<file path="src/rtl/gsr_pkg.sv">
package gsr_pkg;
  localparam int unsigned SECT_W = 8;
  typedef logic [SECT_W-1:0] sect_vec_t;
endpackage

</file>
<file path="src/rtl/gsr_entry_gate.sv">
module gsr_entry_gate (
  input  logic gate_a,
  input  logic gate_b,
  output logic gate_y
);
  assign gate_y = gate_a & gate_b;
endmodule

</file>
<file path="src/rtl/gsr_section.sv">
module gsr_section #(
  parameter int unsigned W = gsr_pkg::SECT_W
) (
  input  logic         clk,
  input  logic         clr_n,
  input  logic         din_a,
  input  logic         din_b,
  output logic [W-1:0] stage_q
);
  logic entry_bit;

  gsr_entry_gate u_gate (
    .gate_a(din_a),
    .gate_b(din_b),
    .gate_y(entry_bit)
  );

  // Asynchronous active-low clear; shift toward the top stage.
  always_ff @(posedge clk or negedge clr_n) begin
    if (!clr_n) stage_q <= '0;
    else        stage_q <= {stage_q[W-2:0], entry_bit};
  end

  // clear held low at an edge means the section is empty
  p_clear_empty_r1: assert property (@(posedge clk) !clr_n |-> (stage_q == '0))
    else $error("p_clear_empty_r1");

  // first stage takes the AND of both inputs
  p_entry_and_r2: assert property (@(posedge clk) disable iff (!clr_n)
    1'b1 |=> (stage_q[0] == $past(din_a & din_b)))
    else $error("p_entry_and_r2");

  // a low input blocks entry of a one
  p_zero_gate_r3: assert property (@(posedge clk) disable iff (!clr_n)
    (!din_a || !din_b) |=> !stage_q[0])
    else $error("p_zero_gate_r3");

  // each stage copies its lower neighbour
  p_stage_shift_r4: assert property (@(posedge clk) disable iff (!clr_n)
    1'b1 |=> (stage_q[W-1:1] == $past(stage_q[W-2:0])))
    else $error("p_stage_shift_r4");
endmodule

</file>
<file path="src/rtl/gated_sipo_shift.sv">
module gated_sipo_shift #(
  parameter int unsigned N_SECT = 2
) (
  input  logic                               clk,
  input  logic                               clr_n,
  input  logic                               ser_a,
  input  logic                               ser_b,
  output logic [N_SECT*gsr_pkg::SECT_W-1:0]  par_q
);
  localparam int unsigned SW      = gsr_pkg::SECT_W;
  localparam int unsigned TOTAL_W = N_SECT * SW;

  logic [N_SECT-1:0] link_a;
  logic [N_SECT-1:0] link_b;

  for (genvar k = 0; k < N_SECT; k++) begin : g_sect
    if (k == 0) begin : g_head
      assign link_a[k] = ser_a;
      assign link_b[k] = ser_b;
    end else begin : g_tail
      // Previous section's top stage feeds A; B is tied high.
      assign link_a[k] = par_q[k*SW-1];
      assign link_b[k] = 1'b1;

      // section boundary carries the previous top stage
      p_cascade_link_r5: assert property (@(posedge clk) disable iff (!clr_n)
        1'b1 |=> (par_q[k*SW] == $past(par_q[k*SW-1])))
        else $error("p_cascade_link_r5");
    end

    gsr_section #(.W(SW)) u_sect (
      .clk    (clk),
      .clr_n  (clr_n),
      .din_a  (link_a[k]),
      .din_b  (link_b[k]),
      .stage_q(par_q[k*SW +: SW])
    );
  end

  // output width matches the section count
  initial begin
    p_width_r8: assert ($bits(par_q) == TOTAL_W) else $error("p_width_r8");
  end
endmodule

</file>
<file path="config.mk">
export PLATFORM = sky130hd
export DESIGN_NAME = gated_sipo_shift
export DESIGN_NICKNAME = d
export VERILOG_FILES = /design/src/rtl/gsr_pkg.sv /design/src/rtl/gsr_entry_gate.sv /design/src/rtl/gsr_section.sv /design/src/rtl/gated_sipo_shift.sv
export SDC_FILE = /design/constraint.sdc
export NUM_CORES = 1
export LEC_CHECK = 0
export ABC_CLOCK_PERIOD_IN_PS = 1300
export CAP_MARGIN = 20
export CORE_AREA = 4 4 41 43
export DETAILED_ROUTE_END_ITERATION = 12
export DIE_AREA = 0 0 45 47
export GPL_TIMING_DRIVEN = 1
export PLACE_DENSITY = 0.75
export SYNTH_ARGS = -nofsm -noshare
export SYNTH_HDL_FRONTEND = slang
export SYNTH_SLANG_ARGS = --single-unit
</file>
<file path="constraint.sdc">
create_clock -name clk -period 1.3 [get_ports clk]
set_input_delay 0.13 -clock clk [delete_from_list [all_inputs] [get_ports clk]]
set_output_delay 0.13 -clock clk [all_outputs]
set_load 0.05 [all_outputs]
</file>
After elaboration in Yosys (flattened, before gate mapping). Cells that the tools add are included.

Bits in registers: 16. Output and inout bits: 16. Logic and storage cells: 3.

Bitwise gates (word level): 1.

Operators with widths (number): 1-bit bitwise AND (1).

Logic depth before layout (Yosys ltp).
Depth in word-level cells: 1. Mapped depth: 1. Depth with buffers taken out: 1.

By module. From an unflattened synthesis, not the netlist that was laid out.

Cells, all modules: 19. Area, all modules: 416.6 µm².

Modules (own cells, without submodules): gsr_section (instances 2, cells each 8, area an instance 200.2 µm²); gsr_entry_gate (instances 2, cells each 1, area an instance 6.3 µm²); gated_sipo_shift (instances 1, cells each 1, area an instance 3.8 µm²).

Worst setup path after synthesis. Ideal clock, no wire load.

Kind: register -> register. Start point: register g_sect[0].u_sect.stage_q[0]. End point: register g_sect[0].u_sect.stage_q[1]. Setup time: 0.162 ns. Arrival: 0.598 ns. Path slack: 0.540 ns. Cell stages (with the launch flop): 1. Buffers on the path: 0. Clock period less this slack: 0.760 ns. Cells stage by stage: dfrtp_1.

RTL lines: start, declared (line gsr_section.sv:8) `output logic [W-1:0] stage_q`; start signal, assigned (line gsr_section.sv:21) `else stage_q <= {stage_q[W-2:0], entry_bit};`.

No word-level cell between the ends.

Worst setup path after layout.
Start point: register g_sect[0].u_sect.stage_q[6]. End point: output par_q[6] (netlist name).

RTL lines: end, declared (line gated_sipo_shift.sv:8) `output logic [N_SECT*gsr_pkg::SECT_W-1:0] par_q`.

No word-level cell between the ends.

==> impl_results.md <==
* Pwr dens at about 1300 nW/um2
* Worst Tran Pin Value at around 0.19 ns
* Die height at 47 um
* Crit-path cells: buf_12
* #FFs+latches synth at 16
* Pint at approximately 800 uW
* CP top delay family: flip-flops
* Die W at ~45 um
* Clk root buf: clkbuf_4
* Max reg flops at 16
* Cell taking the most area after synthesis: dfrtp_1
* Max Cap Viol at 0
* Leading cell type by number of instances after synthesis: dfrtp_1
* Area grow syn2layout at 97.89%
* Fin Setup TNS at 0 ns
* Setup CP Type: flip-flop to primary output
* Syn Nets at 22
* Adder-Cell Fraction of Synth Area at 0
* First-pass GRT wire length at about 1400 um
* DR WL/cell at 14.29 um
* RSZ-0062 raised after global routing: no
* Share of cells above drive strength 1 at 0.5122
* CP max FO at 2
* TritonCTS Buffers at 3
* Synth top cells by count: 16 x dfrtp_1, 1 x and2_1, 1 x buf_4
* Minimum clock period at roughly 1.0 ns
* Post-cts resize count at 0
* Crit end category: primary output
* Tcrit/Tclk final at 0.7679
* Post-Synth Simple-Gate Area at 0.01511
* Reg with most FFs: g_sect.u_sect.stage_q
* # H-tree levels at 1
* Synth Area in Compound Gates at 0
* Worst relative slew slack at 0.8724
* DR vias/cell at 4.107
* Max Slew Vio Count at 0
* N_diodes at 0
* F_max at 1.002 GHz
* Via count at 230
* Clock tree buffer depth at 2
* Global placement routability congestion at 0.7228
* Core region area at between 1000 and 1500 um2
* Initial DRC count at 0
* Slowest CP cell: dfrtp_1
* Critical path's largest stage delay at ~0.43 ns
* Prevailing post-synth register cell: dfrtp_1
* Cell count after synthesis at 18
* Ys async rst share at 1.000
* Routed wire length at roughly 800 um
* CP arrival at 0.87 ns
* Netlist cell types at 3
* Synth area leaders: dfrtp_1 97%, buf_4 1.8%, and2_1 1.5%
* Row cnt at 13
* Xor/xnor share of the synthesized area at 0
* CP Buf/Inv Count at 1
* Combinational share of power at 0.203
* Sw frac at 0.2594
* P_sw at 279.9 uW
* Residual DRC at 0
* Initial antenna violation count at 0
* CTS Hold Buffers Added at 0
* P_leak at 0.3866 nW
* Endpoints failing setup at 0
* Mapped cell area at slightly above 400 um2
* Router iterations before antenna repair at 1
* Mean area per synthesized cell at between 20 and 25 um2
* Hold Crit Class: input pin to asynchronous set/reset pin
* Clock share of power at 0.286
* Initial Util at 0.3183
* Post-synthesis mux area share at 0
* Status: completed
* Vias in the first global route at about 290
* Die area at around 2100 um2
* DRT antenna net count at 0
* Sequential share of power at 0.511
* Main combinational cell family by area after synthesis: buffers and inverters
* Synth warn at 0
* CTS tree: built
* Port bufs at 19
* Gr ovfl total at 0
* Crit start category: flip-flop
* Final-report hold violation count at 0
* Worst Path Required at roughly 1.2 ns
* Top Ports at 20
* Post-synth top area share at 0.9668
* Seq/Total Area, Yosys at 0.9668
* Postcts setup bufs at 0
* DPL Wire Length at ~660 um
* Core Util, Final at 0.6298
* Top Registers: g_sect.u_sect.stage_q: 16 flops
* Clk sinks at 16
* Largest net degree at the start of global routing at 17
* Max rail drop VDD at around 0.77 mV
* EDFF count, synth at 0
* Clk slew on worst S/H paths at roughly 0.08 ns
* Clock Latency Late Sink at around 0.27 ns
* Skew final at about 0.00094 ns
* Global Route Usage Sum at 0.09717
* NumNets Final at 46
[power groups by stage]
| stage | clock network (mW) | logic [mW] | registers, mW |
|---|---|---|---|
| floorplan | 0 | 0.00929 | 0.629 |
| global placement | 0 | 0.219 | 0.559 |
| detailed placement | 0 | 0.222 | 0.561 |
| CTS | 0.319 | 0.222 | 0.552 |
| global route | 0.352 | 0.226 | 0.555 |
| finish | 0.309 | 0.219 | 0.551 |
[metal layers]
metal / global-route usage / vias up / wire length, um
li1: - / 100 / -
met1: 0.09780 / 109 / 301
met2: 0.1582 / 19 / 376
met3: 0.05747 / 2 / 117
met4: 0.05263 / 0 / 5
met5: 0 / - / 0
[per-stage QoR]
step	worst slack (ns)	power (mW)	std cells	hold WS, ns	cell area [um2]
floorplan	0.5405	0.6386	18	-0.1656	414.1
global placement	0.5211	0.7783	52	0.4171	783.3
detailed placement	0.5011	0.7832	52	0.4257	783.3
CTS	0.2915	1.093	56	0.1654	819.5
global route	0.2552	1.132	56	0.1625	819.5
finish	0.3017	1.079	56	0.1645	819.5
[cell type report]
cell class / instances / area, um2
Timing Repair Buffer: 20 / 357.8
Multi-Input combinational cell: 1 / 6.256
Tap cell: 15 / 18.77
Fill cell: 99 / 481.7
Clock buffer: 4 / 36.28
Sequential cell: 16 / 400.4
[cell families (layout without fill, tap and decap cells)]
family / Yosys count / in the layout
and+or+nand+nor: 1 / 1
buffers and inverters: 1 / 24
DFF: 16 / 16
[path summary, 6_finish.rpt]
path | start | end | slack (ns) | cells after the start
worst max-delay path | g_sect[0].u_sect.stage_q[6] | par_q[6] | 0.30 | 1
worst min-delay path | clr_n | g_sect[1].u_sect.stage_q[1] | 0.16 | 2
worst max register to register | g_sect[0].u_sect.stage_q[6] | g_sect[0].u_sect.stage_q[7] | 0.74 | 0
worst min register to register | g_sect[0].u_sect.stage_q[5] | g_sect[0].u_sect.stage_q[6] | 0.44 | 0
max in group asynchronous | clr_n | g_sect[1].u_sect.stage_q[5] | 0.97 | 2
min in group clk | ser_b | g_sect[0].u_sect.stage_q[0] | 0.40 | 2
[placed cells by master (no fill, tap or decap)]
cell | synthesis | routed
and2_1 | 1 | 1
clkdlybuf4s50_1 | 0 | 3
buf_12 | 0 | 16
dfrtp_1 | 16 | 16
clkbuf_8 | 0 | 1
buf_4 | 1 | 1
clkbuf_4 | 0 | 3
No activity file was read; power rests on OpenSTA's default activity.
